==> config.mk <==
export PLATFORM = sky130hd
export DESIGN_NAME = mcam_top
export DESIGN_NICKNAME = d
export VERILOG_FILES = /design/src/rtl/mcam_pkg.sv /design/src/rtl/mcam_store.sv /design/src/rtl/mcam_match.sv /design/src/rtl/mcam_scan.sv /design/src/rtl/mcam_top.sv
export SDC_FILE = /design/constraint.sdc
export NUM_CORES = 1
export LEC_CHECK = 0
export BUFFER_PORTS_ARGS = -buffer_cell sky130_fd_sc_hd__buf_4
export CAP_MARGIN = 20
export CORE_ASPECT_RATIO = 0.5
export CORE_MARGIN = 10
export CORE_UTILIZATION = 40
export CTS_CLUSTER_SIZE = 20
export DETAILED_ROUTE_END_ITERATION = 8
export GPL_TIMING_DRIVEN = 1
export SYNTH_ARGS = -nofsm -noshare
export SYNTH_HDL_FRONTEND = slang
export SYNTH_SLANG_ARGS = --single-unit
==> constraint.sdc <==
create_clock -name clk_i -period 1.8 [get_ports clk_i]
set_input_delay 0.18 -clock clk_i [delete_from_list [all_inputs] [get_ports clk_i]]
set_output_delay 0.18 -clock clk_i [all_outputs]
set_load 0.01 [all_outputs]
==> src/rtl/mcam_pkg.sv <==
package mcam_pkg;
  typedef enum logic {
    SCAN_IDLE = 1'b0,
    SCAN_RUN  = 1'b1
  } scan_state_e;
endpackage

==> src/rtl/mcam_store.sv <==
module mcam_store #(
  parameter int WORDS = 8,
  parameter int WIDTH = 9,
  parameter int IDX_W = 3
) (
  input  logic                        clk_i,
  input  logic                        rst_ni,
  input  logic                        wr_en_i,
  input  logic [IDX_W-1:0]            wr_idx_i,
  input  logic [WIDTH-1:0]            wr_data_i,
  input  logic                        wr_valid_i,
  output logic [WORDS-1:0][WIDTH-1:0] data_o,
  output logic [WORDS-1:0]            vld_o
);
  for (genvar i = 0; i < WORDS; i++) begin : g_entry
    always_ff @(posedge clk_i or negedge rst_ni) begin
      if (!rst_ni) begin
        data_o[i] <= '0;
        vld_o[i]  <= 1'b0;
      end else if (wr_en_i && (wr_idx_i == IDX_W'(i))) begin
        data_o[i] <= wr_data_i;
        vld_o[i]  <= wr_valid_i;
      end
    end
  end
endmodule

==> src/rtl/mcam_match.sv <==
module mcam_match #(
  parameter int WORDS = 8,
  parameter int WIDTH = 9
) (
  input  logic [WORDS-1:0][WIDTH-1:0] data_i,
  input  logic [WORDS-1:0]            vld_i,
  input  logic [WIDTH-1:0]            arg_i,
  input  logic [WIDTH-1:0]            key_i,
  output logic [WORDS-1:0]            hit_o
);
  for (genvar i = 0; i < WORDS; i++) begin : g_word
    logic [WIDTH-1:0] bit_ok;
    for (genvar j = 0; j < WIDTH; j++) begin : g_bit
      // equal bits, or bit excluded by key
      assign bit_ok[j] = (arg_i[j] & data_i[i][j]) | (~arg_i[j] & ~data_i[i][j]) | ~key_i[j];
    end
    assign hit_o[i] = vld_i[i] & (&bit_ok);
  end
endmodule

==> src/rtl/mcam_scan.sv <==
module mcam_scan
  import mcam_pkg::*;
#(
  parameter int WORDS = 8,
  parameter int WIDTH = 9,
  parameter int IDX_W = 3
) (
  input  logic                        clk_i,
  input  logic                        rst_ni,
  input  logic                        search_i,
  input  logic                        wr_en_i,
  input  logic [WORDS-1:0]            hit_i,
  input  logic [WORDS-1:0][WIDTH-1:0] data_i,
  output logic                        out_vld_o,
  output logic [IDX_W-1:0]            out_idx_o,
  output logic [WIDTH-1:0]            out_data_o,
  output logic                        done_o
);
  scan_state_e      state_q;
  logic [WORDS-1:0] match_q;
  logic [IDX_W-1:0] pick;
  logic             any;

  always_comb begin
    pick = '0;
    for (int i = WORDS - 1; i >= 0; i--) begin
      if (match_q[i]) pick = IDX_W'(i);
    end
  end

  assign any        = |match_q;
  assign out_vld_o  = (state_q == SCAN_RUN) && any;
  assign done_o     = (state_q == SCAN_RUN) && !any;
  assign out_idx_o  = pick;
  assign out_data_o = data_i[pick];

  always_ff @(posedge clk_i or negedge rst_ni) begin
    if (!rst_ni) begin
      state_q <= SCAN_IDLE;
      match_q <= '0;
    end else if (wr_en_i) begin
      // table changed: drop stale results
      state_q <= SCAN_IDLE;
      match_q <= '0;
    end else if (search_i) begin
      state_q <= SCAN_RUN;
      match_q <= hit_i;
    end else if (state_q == SCAN_RUN) begin
      if (any) match_q[pick] <= 1'b0;
      else     state_q       <= SCAN_IDLE;
    end
  end
endmodule

==> src/rtl/mcam_top.sv <==
module mcam_top #(
  parameter int WORDS = 8,
  parameter int WIDTH = 9,
  localparam int IDX_W = (WORDS > 1) ? $clog2(WORDS) : 1
) (
  input  logic             clk_i,
  input  logic             rst_ni,
  input  logic             wr_en_i,
  input  logic [IDX_W-1:0] wr_idx_i,
  input  logic [WIDTH-1:0] wr_data_i,
  input  logic             wr_valid_i,
  input  logic             arg_ld_i,
  input  logic [WIDTH-1:0] arg_i,
  input  logic             key_ld_i,
  input  logic [WIDTH-1:0] key_i,
  input  logic             search_i,
  output logic             out_vld_o,
  output logic [IDX_W-1:0] out_idx_o,
  output logic [WIDTH-1:0] out_data_o,
  output logic             done_o
);
  logic [WORDS-1:0][WIDTH-1:0] entry_data;
  logic [WORDS-1:0]            entry_vld;
  logic [WORDS-1:0]            hit;
  logic [WIDTH-1:0]            arg_q;
  logic [WIDTH-1:0]            key_q;

  always_ff @(posedge clk_i or negedge rst_ni) begin
    if (!rst_ni) begin
      arg_q <= '0;
      key_q <= '0;
    end else begin
      if (arg_ld_i) arg_q <= arg_i;
      if (key_ld_i) key_q <= key_i;
    end
  end

  mcam_store #(.WORDS(WORDS), .WIDTH(WIDTH), .IDX_W(IDX_W)) u_store (
    .clk_i      (clk_i),
    .rst_ni     (rst_ni),
    .wr_en_i    (wr_en_i),
    .wr_idx_i   (wr_idx_i),
    .wr_data_i  (wr_data_i),
    .wr_valid_i (wr_valid_i),
    .data_o     (entry_data),
    .vld_o      (entry_vld)
  );

  mcam_match #(.WORDS(WORDS), .WIDTH(WIDTH)) u_match (
    .data_i (entry_data),
    .vld_i  (entry_vld),
    .arg_i  (arg_q),
    .key_i  (key_q),
    .hit_o  (hit)
  );

  mcam_scan #(.WORDS(WORDS), .WIDTH(WIDTH), .IDX_W(IDX_W)) u_scan (
    .clk_i      (clk_i),
    .rst_ni     (rst_ni),
    .search_i   (search_i),
    .wr_en_i    (wr_en_i),
    .hit_i      (hit),
    .data_i     (entry_data),
    .out_vld_o  (out_vld_o),
    .out_idx_o  (out_idx_o),
    .out_data_o (out_data_o),
    .done_o     (done_o)
  );
endmodule

After elaboration in Yosys (flattened, before gate mapping)
Index checks and enable logic that the tools add are counted.
{ "totals": {"wordCells": 462, "in_bits": 37, "output_inout_bits": 14, "ff_bits": 107} }
{ "op_classes": {"bitwise": 388, "muxes": 20, "eq_ne": 7, "n_lt_le_gt_ge": 2, "n_reduce_logical": 25} }
{ "ops": {"columns": ["op", "count"], "rows": [
  ["$and 1x1->1", 152],
  ["$or 1x1->1", 144],
  ["$not 1->1", 90],
  ["$reduce_and 9->1", 8],
  ["$mux 8", 4],
  ["$bmux 9 s3", 1],
  ["$mux 3", 8],
  ["$eq 3x3->1 const B", 4],
  ["$logic_and 1x1->1", 11],
  ["$mux 9", 1],
  ["$and 8x8->8", 1],
  ["$not 8->8", 1],
  ["$reduce_or 8->1", 1],
  ["$eq 3x2->1 const B", 2],
  ["$reduce_bool 3->1", 2],
  ["$mux 1", 5],
  ["$lt 3x4->1 const B", 1],
  ["$demux 1 s3", 1],
  ["$eq 3x1->1 const B", 1],
  ["$ge 3x1->1 const B", 1],
  ["$logic_not 3->1", 1],
  ["$reduce_and 2->1", 1],
  ["$logic_not 1->1", 1]
]} }

Logic depth before layout (Yosys ltp)
Gate-level depths: netlist of the first run.
{ "logic_depth": {"word_depth": 18, "mapped_depth": 8, "mapped_depth_nobuf": 6} }

Cells and area by module
Synthesis of the first run repeated with hierarchy kept, for this count alone.
{ "hier_totals": {"cells_unflattened": 532, "area_unflattened_um2": 6263.5} }
{ "modules_own_cells": {"columns": ["mod", "n_inst", "area_per_inst_um2", "cells_each", "seq_area_each_um2"], "rows": [
  ["mcam_store", 1, 3163.0, 175, 2001.9],
  ["mcam_scan", 1, 1247.4, 165, 225.2],
  ["mcam_match", 1, 1109.8, 154, 0.0],
  ["mcam_top", 1, 743.2, 38, 450.4]
]} }

Worst setup path after synthesis of the first run
Ideal clock, no wire load.
{ "synth_timing": {"kind": "register to output", "from": "reg u_scan.match_q[0]", "to": "out out_data_o[0]", "slack_ps": -149, "arrival_ps": 1769, "required_ps": 1620, "path_buffers": 2, "stages_incl_launch_ff": 8, "cell_sequence": "dfrtp_1 > buf_6 > or4_4 > nor2_8 > buf_8 > nand2_1 > mux2_2 > nand4b_1"} }
{ "synth_between": {"elab_chain_cells": 3} }
{ "synth_lines": {"columns": ["element", "line", "rtl"], "rows": [
  ["start, declared", "mcam_scan.sv:20", "logic [WORDS-1:0] match_q;"],
  ["start signal, assigned", "mcam_scan.sv:47", "match_q <= hit_i;"],
  ["$mux 3", "mcam_scan.sv:27", "if (match_q[i]) pick = IDX_W'(i);"],
  ["$bmux 9 s3", "mcam_scan.sv:35", "assign out_data_o = data_i[pick];"],
  ["$mux 9 (implied by the code)", "mcam_scan.sv:35", null],
  ["end, declared", "mcam_top.sv:19", "output logic [WIDTH-1:0] out_data_o,"]
]} }
Every way passes these cells. The select of a mux whose other input is x is not followed.

Final worst setup path of the first run
{ "layout_timing": {"from": "reg u_scan.match_q[2]", "to": "out out_data_o[2]"} }
{ "layout_between": {"elab_chain_cells": 5} }
{ "layout_lines": {"columns": ["element", "line"], "rows": [
  ["$mux 3 (3 in a row)", "mcam_scan.sv:27"],
  ["$bmux 9 s3", "mcam_scan.sv:35"],
  ["$mux 9 (implied by the code)", "mcam_scan.sv:35"]
]} }
Every way passes these cells. The select of a mux whose other input is x is not followed.

==> results of run 1 <==
cells in the mapped netlist, types with 5 or more instances:
cell type and number:
xor2_1 72, mux2i_1 6, nand3_1 11, o21ai_1 18
a22o_1 8, dfrtp_1 107, nand2_1 51, inv_1 10
nor2_1 6, o221ai_1 18, a22oi_1 16, mux2_2 29
clkbuf_1 29, mux2_1 72, buf_2 8, a221oi_1 8
a21oi_1 13, nand4b_1 5, nand4_1 6
worst max path at each step:
stage                            from            end  slack [ns]  cells after the start
detailed placement  u_scan.match_q[3]  out_data_o[2]       -0.24                      7
global route        u_scan.match_q[3]  out_data_o[2]       -0.70                      7
CTS                 u_scan.match_q[3]  out_data_o[2]       -0.62                      7
finish              u_scan.match_q[2]  out_data_o[2]       -0.62                      8
global placement    u_scan.match_q[7]  out_data_o[2]       -0.30                      8
floorplan           u_scan.match_q[0]  out_data_o[0]       -0.15                      7
power by group through the flow:
stage	registers, uW	logic, uW	clock network, uW
final	3350	2440	2110
after global routing	3410	2610	2270
after CTS	3330	2280	2160
after detailed placement	3370	2230	0
after global placement	3360	2210	0
after floorplan	3180	1400	0
worst register-to-register path: cells and delay by family, from the launching register on:
family | cells | cell delay [ns]
flops | 1 | 0.44
buf+inv | 4 | 0.37
compound gates | 3 | 0.71
simple gates | 1 | 0.36
timing repair:
action	CTS	global route
setup buffers	3	8
gates resized for setup	25	31
endpoints found under the setup margin	16	19
hold endpoints to repair	23	0
pin swaps	5	4
hold buffers	1	0
gates cloned	0	4
flip-flops by register name, indices dropped and copies added (netlist names):
name / cells
u_scan.match_q: 8
u_scan.state_q: 1
u_store.vld_o: 8
u_store.data_o: 72
key_q: 9
arg_q: 9
per-stage QoR:
stage,power [uW],cells
floorplan,4580,536
global placement,5570,806
detailed placement,5600,806
CTS,7770,825
global route,8300,836
finish,7910,836
cell type report:
cell class / instances / share of cell area, %
clock inverters: 7 / 1.13
inverters: 12 / 0.681
multi-input cells: 376 / 42.2
repair buffers: 127 / 15.1
well taps: 198 / 3.21
clock buffers: 9 / 2.92
flip-flops and latches: 107 / 34.8
routing by layer:
layer  share of wire [%]  routed length [um]
met1                  50                9760
met2                  40                7780
met3                 9.1                1790
met4                 1.4                 268
met5                   0                   0
cells by family after synthesis:
kind of cell / after synthesis / synth area share (%)
muxes: 107 / 20.1
DFF: 107 / 45.0
and+or+nand+nor: 103 / 8.93
AOI/OAI and AO/OA: 94 / 11.5
xor gates and xnor gates: 72 / 10.6
buffers and inverters: 53 / 3.83
==> key figures, run 1 <==
Run status
  – Status: finished, violations left
  – Violated checks: negative setup slack

Setup path
  – Req. time, crit path: ~1.6 ns
  – CP max-delay cell: dfrtp_2
  – Critical path arrival: 2.24 ns
  – FF-to-FF End: u_scan.match_q[6]
  – CP Capture Type: output port
  – Worst r2r src: u_scan.match_q[2]
  – Critical path startpoint category: flop
  – R2r worst-path depth: 8
  – Crit Path Max Fanout: 10
  – CP peak stage delay: 0.46 ns
  – CP Buf/Inv Count: 3
  – Flop2flop setup slack: -0.18 ns
  – Delay-heaviest family, CP: simple AND/OR/NAND/NOR gates
  – Critical path, cell by cell: buf_6 -> nor4_4 -> o211a_1 -> buf_12 -> nand2_1 -> mux2_1 -> nand4_1 -> buf_4
  – WS Path Type: flop to output port

Clock tree
  – H-tree Lvls: 3
  – Root Buffer Master: clkbuf_16
  – Clock Latency Late Sink: 0.36 ns
  – Clk slew on worst S/H paths: 0.07 ns
  – # clock sinks: about 110
  – CTS tree: yes
  – CTS buffer count: 9
  – Max Root-Sink Buffers: 2

GRT
  – Largest net degree at the start of global routing: 50
  – GRT Overall Usage: 18.7%
  – Initial antenna violation count: 0
  – Global-route wire length before repair: 29.1 mm
  – GRT busiest layer: met1
  – Met1 Track Usage GR: 28.9%
  – Vias in the first global route: 4,740
  – Met3 Use GR: 4.31%
  – Met2 usage: 25.7%
  – Congestion Overflow GR: 0

Place
  – Place WS: -0.243 ns
  – Gpl congestion: approximately 0.92
  – Post-Place Cell Area: 0.00703 mm^2
  – HPWL after DPL: 13.6 mm
  – Port bufs: 50

Worst hold path
  – Worst hold start: wr_en_i
  – Worst min path class: input pin to flop
  – Hold path endpoint: u_scan.state_q
  – WHS Path Cells: 2

STA
  – Minimum clock period: 2.42 ns
  – Setup TNS: -6.95 ns
  – Hold Worst Slack: 0.0457 ns
  – Slew Viols, Final: 0
  – Worst slew margin: ~54%
  – Slew @ Worst Pin: 0.690 ns
  – Period Utilization, post-route: 135%
  – Final setup viols: 18
  – Clk_skew: 0.0118 ns
  – RSZ-0062 raised after global routing: true
  – Setup WS post-layout: -0.623 ns
  – Hold Fails Final Rpt: 0
  – Max Freq: 413 MHz

Layout
  – Most common cell after layout, fill and taps aside: dfrtp_1
  – Ant. Diodes: 0
  – Fillers: 1,272
  – Design Area, Final: 0.00772 mm^2
  – Commonest non-fill, non-tap cells in the layout: dfrtp_1, buf_4, mux2_1, xor2_1, nand2_1
  – Reg area: about 0.0027 mm^2
  – Final net count: 670
  – Fin util: 53.2%
  – Multi-input gate area: 0.00326 mm^2
  – Layout cell share with drive strength beyond 1: 34.0%
  – Area growth syn-to-layout: 29.7%

Logic synthesis
  – Yosys cell types: 43
  – Leading area contributor after synthesis: dfrtp_1
  – Sequential element share of the synthesized area: 45.0%
  – Largest cells by area after synthesis: dfrtp_1, mux2_1, xor2_1
  – Synth top area share: 45.0%
  – Mapped Cells: 536
  – Synth Register Bits: 107
  – Synth Warn #: 0
  – Post-Syn Area: 0.00595 mm^2
  – Syn nets: between 500 and 600
  – Syn_area_per_cell: 11.1 um^2
  – Most used DFF post-synth: dfrtp_1
  – Async SR Flop Fraction: 100%
  – EDFF count, synth: 0

Flow run
  – Max_cap viols: 0

Die
  – Die Span Y: between 100 and 150 um
  – Core ar.: 0.0145 mm^2
  – Row count: 31
  – I/O Pins: 51
  – Die Wd: about 190 um
  – Die area: roughly 0.02 mm^2
  – Initial Util: roughly 41%

Pwr
  – Pint: ~5200 uW
  – Comb pwr share: 30.9%
  – PD cells: 1020 mW/mm^2
  – Max VDD drop: 546 uV
  – Net Sw Frac: between 30% and 40%
  – Cell leakage power: 0.00337 uW
  – Sequential Power Share: 42.3%
  – Psw: 2710 uW
  – Clk pwr share: 26.7%

Route
  – DRT Pass-1 Iters: 7
  – Detail Route Antenna Nets: 0
  – Final wirelength: approximately 20 mm
  – Vias per cell: 5.74
  – DRC viols: 0
  – Initial DRC count: 568
  – Vias post-DR: 4,802
  – Wire per inst: 23.5 um
(Power assumes the default switching activity.)
==> run 2, diff against run 1 <==
--- a/config.mk
+++ b/config.mk
@@ -9,10 +9,11 @@
 export CAP_MARGIN = 20
 export CORE_ASPECT_RATIO = 0.5
 export CORE_MARGIN = 10
-export CORE_UTILIZATION = 40
+export CORE_UTILIZATION = 50
 export CTS_CLUSTER_SIZE = 20
 export DETAILED_ROUTE_END_ITERATION = 8
 export GPL_TIMING_DRIVEN = 1
+export PLACE_DENSITY = 0.71
 export SYNTH_ARGS = -nofsm -noshare
 export SYNTH_HDL_FRONTEND = slang
 export SYNTH_SLANG_ARGS = --single-unit
==> key figures, run 2 (synthesized netlist as in run 1, its figures left out) <==
Run status
  – Status: finished, violations left
  – Violated checks: negative setup slack

Place
  – HPWL after DPL: 12.5 mm
  – Port bufs: 50
  – Gpl congestion: a little over 0.9
  – Post-Place Cell Area: around 0.0069 mm^2
  – Place WS: -0.226 ns

Pwr
  – Clk pwr share: 26.0%
  – Psw: ~2600 uW
  – Pint: between 4000 and 5000 uW
  – Cell leakage power: about 0.0033 uW
  – Net Sw Frac: around 35%
  – Sequential Power Share: 44.0%
  – Max VDD drop: between 400 and 500 uV
  – PD cells: 1020 mW/mm^2
  – Comb pwr share: 30.1%

Clock tree
  – # clock sinks: between 100 and 150
  – CTS tree: yes
  – CTS buffer count: 9
  – Clock Latency Late Sink: 0.36 ns
  – H-tree Lvls: 3
  – Clk slew on worst S/H paths: 0.08 ns
  – Root Buffer Master: clkbuf_16
  – Max Root-Sink Buffers: 2

GRT
  – Congestion Overflow GR: 0
  – Global-route wire length before repair: 27.3 mm
  – Largest net degree at the start of global routing: 41
  – Initial antenna violation count: 0
  – GRT Overall Usage: 20.8%
  – Vias in the first global route: between 4,000 and 5,000

Layout
  – Most common cell after layout, fill and taps aside: dfrtp_1
  – Commonest non-fill, non-tap cells in the layout: dfrtp_1, buf_4, xor2_1
  – Ant. Diodes: 0
  – Fin util: 63.9%
  – Area growth syn-to-layout: 25.9%
  – Top flop regs: u_store.data_o (72), arg_q (9), key_q (9)
  – Final net count: 660
  – Layout cell share with drive strength beyond 1: around a third
  – Number of flip-flops in the largest register: 72
  – Top reg by flops: u_store.data_o
  – Design Area, Final: 0.00749 mm^2

Die
  – Die Wd: approximately 170 um
  – Die Span Y: 97.2 um
  – I/O Pins: 51
  – Die area: 0.0169 mm^2
  – Row count: 28
  – Initial Util: 50.7%
  – Core ar.: 0.0117 mm^2

Setup path
  – WS Path Type: flop to output port
  – Worst r2r src: u_scan.match_q[3]
  – CP Capture Type: output port
  – FF-to-FF End: u_scan.match_q[6]
  – Crit Path Max Fanout: 10
  – Req. time, crit path: 1.62 ns
  – Critical path startpoint category: flop
  – R2r worst-path depth: 8
  – Flop2flop setup slack: -0.06 ns
  – Critical path arrival: 2.22 ns

STA
  – Slew @ Worst Pin: 0.570 ns
  – Hold Worst Slack: 0.0483 ns
  – Setup TNS: -5.43 ns
  – Hold Fails Final Rpt: 0
  – Clk_skew: 0.0110 ns
  – RSZ-0062 raised after global routing: true
  – Minimum clock period: about 2.4 ns
  – Max Freq: 417 MHz
  – Worst slew margin: roughly three fifths
  – Setup WS post-layout: -0.601 ns
  – Slew Viols, Final: 0
  – Period Utilization, post-route: 133%
  – Final setup viols: 13

Route
  – DRT Pass-1 Iters: 5
  – Initial DRC count: around 550
  – Detail Route Antenna Nets: 0
  – DRC viols: 0
  – Vias per cell: 6.07
  – Wire per inst: 22.8 um
  – Final wirelength: roughly 18 mm
  – Vias post-DR: 4,810

Flow run
  – Max_cap viols: 0

Worst hold path
  – WHS Path Cells: 2
  – Worst hold start: arg_i[2]
  – Worst min path class: input pin to flop
  – Hold path endpoint: arg_q[2]
[run 2: cell count changes in the layout (fill, tap and decap cells not counted), moves of 2 or more]
| cell | change |
|---|---|
| nand2_2 | -7 |
| buf_6 | -5 |
| nand2_1 | +5 |
| buf_4 | -3 |
| clkbuf_16 | -3 |
| o311ai_1 | +3 |
| o311ai_2 | -3 |
| nand2_4 | +2 |
| nor2_1 | +2 |
[run 2: metrics by stage]
stage | total power, uW | std cells
floorplan | 4580 | 536
global placement | 5480 | 763
detailed placement | 5520 | 763
CTS | 7530 | 784
global route | 7970 | 793
finish | 7620 | 793
[run 2: worst max-delay path by stage]
stage | from | end | slack (ns) | cells after the start
2_1_floorplan | u_scan.match_q[0] | out_data_o[0] | -0.15 | 7
3_3_place_gp | u_scan.match_q[0] | out_data_o[2] | -0.22 | 8
3_5_place_dp | u_scan.match_q[0] | out_data_o[2] | -0.23 | 8
4_1_cts | u_scan.match_q[3] | out_data_o[8] | -0.59 | 7
5_1_grt | u_scan.match_q[2] | out_data_o[2] | -0.67 | 8
6_report | u_scan.match_q[2] | out_data_o[2] | -0.60 | 8
[run 2: worst max-delay path: stages (launching register included)]
cell and delay [ns]:
dfrtp_2 0.43, buf_6 0.12, or4_4 0.46, nor2_8 0.14, buf_12 0.14, nand2_1 0.06, mux2_2 0.27, nand4_1 0.11
buf_4 0.14
[run 2: area by class of cell]
cell class / instances / area, um^2
Inverter: 12 / 50.0
Tap cell: 165 / 206
Timing Repair Buffer: 117 / 1030
Multi-Input combinational cell: 376 / 3230
Clock inverter: 7 / 66.3
Sequential cell: 107 / 2680
Fill cell: 943 / 4240
Clock buffer: 9 / 225
[run 2: repair_timing]
action,in CTS,in global routing
hold buffers,1,0
hold endpoints to repair,34,0
setup buffers,4,10
pin swaps,3,10
gates cloned,0,0
resized for setup,19,26
endpoints found under the setup margin,15,16
[run 2: power by group through the flow]
stage | clock network, uW | logic [uW] | registers [uW]
floorplan | 0 | 1400 | 3180
global placement | 0 | 2120 | 3360
detailed placement | 0 | 2140 | 3380
CTS | 2000 | 2200 | 3340
global route | 2090 | 2460 | 3420
finish | 1980 | 2290 | 3350
[run 2: routing by layer]
| metal | vias up | share of wire [%] | GRT usage [%] |
|---|---|---|---|
| met5 | - | 0 | 0 |
| met4 | 0 | 2.8 | 6.53 |
| met3 | 36 | 9.9 | 6.36 |
| met2 | 238 | 41 | 27.9 |
| met1 | 2419 | 47 | 30.7 |
| li1 | 2117 | - | - |
==> run 3, diff against run 2 <==
--- a/config.mk
+++ b/config.mk
@@ -8,12 +8,12 @@
 export BUFFER_PORTS_ARGS = -buffer_cell sky130_fd_sc_hd__buf_4
 export CAP_MARGIN = 20
 export CORE_ASPECT_RATIO = 0.5
-export CORE_MARGIN = 10
-export CORE_UTILIZATION = 50
+export CORE_MARGIN = 2
+export CORE_UTILIZATION = 54
 export CTS_CLUSTER_SIZE = 20
 export DETAILED_ROUTE_END_ITERATION = 8
 export GPL_TIMING_DRIVEN = 1
-export PLACE_DENSITY = 0.71
+export PLACE_DENSITY = 0.76
 export SYNTH_ARGS = -nofsm -noshare
 export SYNTH_HDL_FRONTEND = slang
 export SYNTH_SLANG_ARGS = --single-unit
==> key figures, run 3 (synthesized netlist as in run 1, its figures left out) <==
Layout
  – Top flop regs: u_store.data_o (72), arg_q (9), key_q (9)
  – Area growth syn-to-layout: 26.1%
  – Number of flip-flops in the largest register: 72
  – Layout cell share with drive strength beyond 1: 32.6%
  – Reg area: between 0.002 and 0.003 mm^2
  – Ant. Diodes: 0
  – Top reg by flops: u_store.data_o
  – Final net count: 660
  – Most common cell after layout, fill and taps aside: dfrtp_1
  – Multi-input gate area: 0.00329 mm^2
  – Commonest non-fill, non-tap cells in the layout: dfrtp_1, buf_4, xor2_1
  – Fillers: 788

Clock tree
  – Clock Latency Late Sink: 0.36 ns
  – CTS tree: yes
  – Clk slew on worst S/H paths: 0.08 ns
  – # clock sinks: 107
  – CTS buffer count: 9
  – Max Root-Sink Buffers: 2
  – H-tree Lvls: 3
  – Root Buffer Master: clkbuf_16

Pwr
  – Clk pwr share: 25.1%
  – Sequential Power Share: 44.0%
  – Comb pwr share: 30.9%
  – PD cells: 1030 mW/mm^2
  – Total Power: 7700 uW
  – Cell leakage power: 0.00334 uW
  – Psw: 2690 uW
  – Net Sw Frac: 34.9%
  – Pint: between 5000 and 6000 uW
  – Max VDD drop: 472 uV

Worst hold path
  – Worst min path class: input pin to flop
  – WHS Path Cells: 2
  – Hold path endpoint: arg_q[5]
  – Worst hold start: arg_i[5]

Route
  – Vias post-DR: 4,994
  – DRT Pass-1 Iters: 5
  – Final wirelength: 18.7 mm
  – Wire per inst: between 20 and 25 um
  – DRC viols: 0
  – Vias per cell: 6.46
  – Initial DRC count: a little over 600
  – Detail Route Antenna Nets: 0

STA
  – Minimum clock period: 2.45 ns
  – Clk_skew: 0.00680 ns
  – Slew @ Worst Pin: between 0.7 and 0.8 ns
  – Period Utilization, post-route: 136%
  – Slew Viols, Final: 0
  – Hold Fails Final Rpt: 0
  – Worst slew margin: 52.9%
  – RSZ-0062 raised after global routing: true
  – Max Freq: 408 MHz
  – Setup WS post-layout: -0.650 ns
  – Final setup viols: 13

Die
  – Die Span Y: just under 80 um
  – Initial Util: 54.7%
  – Row count: 27
  – Die Wd: 152 um
  – I/O Pins: 51
  – Die area: roughly 0.012 mm^2
  – Core ar.: approximately 0.011 mm^2

Run status
  – Violated checks: negative setup slack
  – Status: finished, violations left

GRT
  – Global-route wire length before repair: ~28 mm
  – Initial antenna violation count: 0
  – Vias in the first global route: between 4,000 and 5,000
  – GRT Overall Usage: 31.5%
  – Largest net degree at the start of global routing: 45
  – Congestion Overflow GR: 0

Setup path
  – Worst r2r src: u_scan.match_q[2]
  – R2r worst-path depth: 7
  – Crit Path Max Fanout: 8
  – Flop2flop setup slack: -0.10 ns
  – FF-to-FF End: u_scan.match_q[6]
  – WS Path Type: flop to output port
  – CP Capture Type: output port
  – Critical path startpoint category: flop
  – Critical path arrival: 2.27 ns
  – Req. time, crit path: 1.62 ns

Place
  – Place WS: -0.216 ns
  – Port bufs: 50
  – HPWL after DPL: 12.7 mm
  – Gpl congestion: 0.932

Flow run
  – Max_cap viols: 0
[run 3: layer usage]
layer  up-vias  track usage, %  share of wire [%]
met4         0            10.3                2.4
li1       2111               -                  -
met5         -               0                  0
met3        39            11.3                 12
met1      2524            46.0                 44
met2       320            43.3                 41
[run 3: worst max-delay path by stage]
stage	to	start	slack, ns	cells past startpoint
finish	out_data_o[2]	u_scan.match_q[3]	-0.65	7
global route	out_data_o[1]	u_scan.match_q[2]	-0.68	8
CTS	out_data_o[6]	u_scan.match_q[3]	-0.58	7
detailed placement	out_data_o[6]	u_scan.match_q[1]	-0.22	7
global placement	out_data_o[2]	u_scan.match_q[3]	-0.20	8
floorplan	out_data_o[0]	u_scan.match_q[0]	-0.15	7
[run 3: final cells by class]
type	count	share of cell area, %
Clock buffer	10	3.18
Clock inverter	6	0.650
Multi-Input combinational cell	376	43.8
Sequential cell	107	35.7
Inverter	12	0.634
Timing Repair Buffer	117	13.6
Tap cell	145	2.42
[run 3: per-stage QoR]
step / cell area, um^2 / instances / utilization, % / TNS [ns] / hold slack (ns)
after CTS: 7260 / 764 / 66.8 / -5.40 / 0.0512
after global routing: 7500 / 773 / 69.0 / -6.83 / 0.0568
after detailed placement: 6910 / 746 / 63.5 / -1.64 / 0.118
final: 7500 / 773 / 69.0 / -6.20 / 0.0542
after global placement: 6910 / 746 / 63.5 / -1.59 / 0.117
after floorplan: 6020 / 536 / - / -0.737 / -0.116
[run 3: what timing repair did]
item	CTS	global route
pin swaps	1	6
setup buffers	1	8
cloned	0	1
endpoints found under the hold margin	25	0
resized for setup	12	36
hold buffers	1	0
setup endpoints to repair	15	16
[run 3: worst max-delay path, stage by stage (launching register included)]
cell     delay, ns
dfrtp_1       0.43
or4_4         0.57
nor2_8        0.17
buf_12        0.15
nand2_1       0.07
mux2_4        0.27
nand4_1       0.12
buf_4         0.14
[run 3: power groups by stage]
stage | registers, uW | clock network, uW | logic (uW)
after CTS | 3340 | 1940 | 2230
after floorplan | 3180 | 0 | 1400
after global routing | 3440 | 2010 | 2540
after detailed placement | 3380 | 0 | 2180
after global placement | 3350 | 0 | 2130
final | 3390 | 1940 | 2380
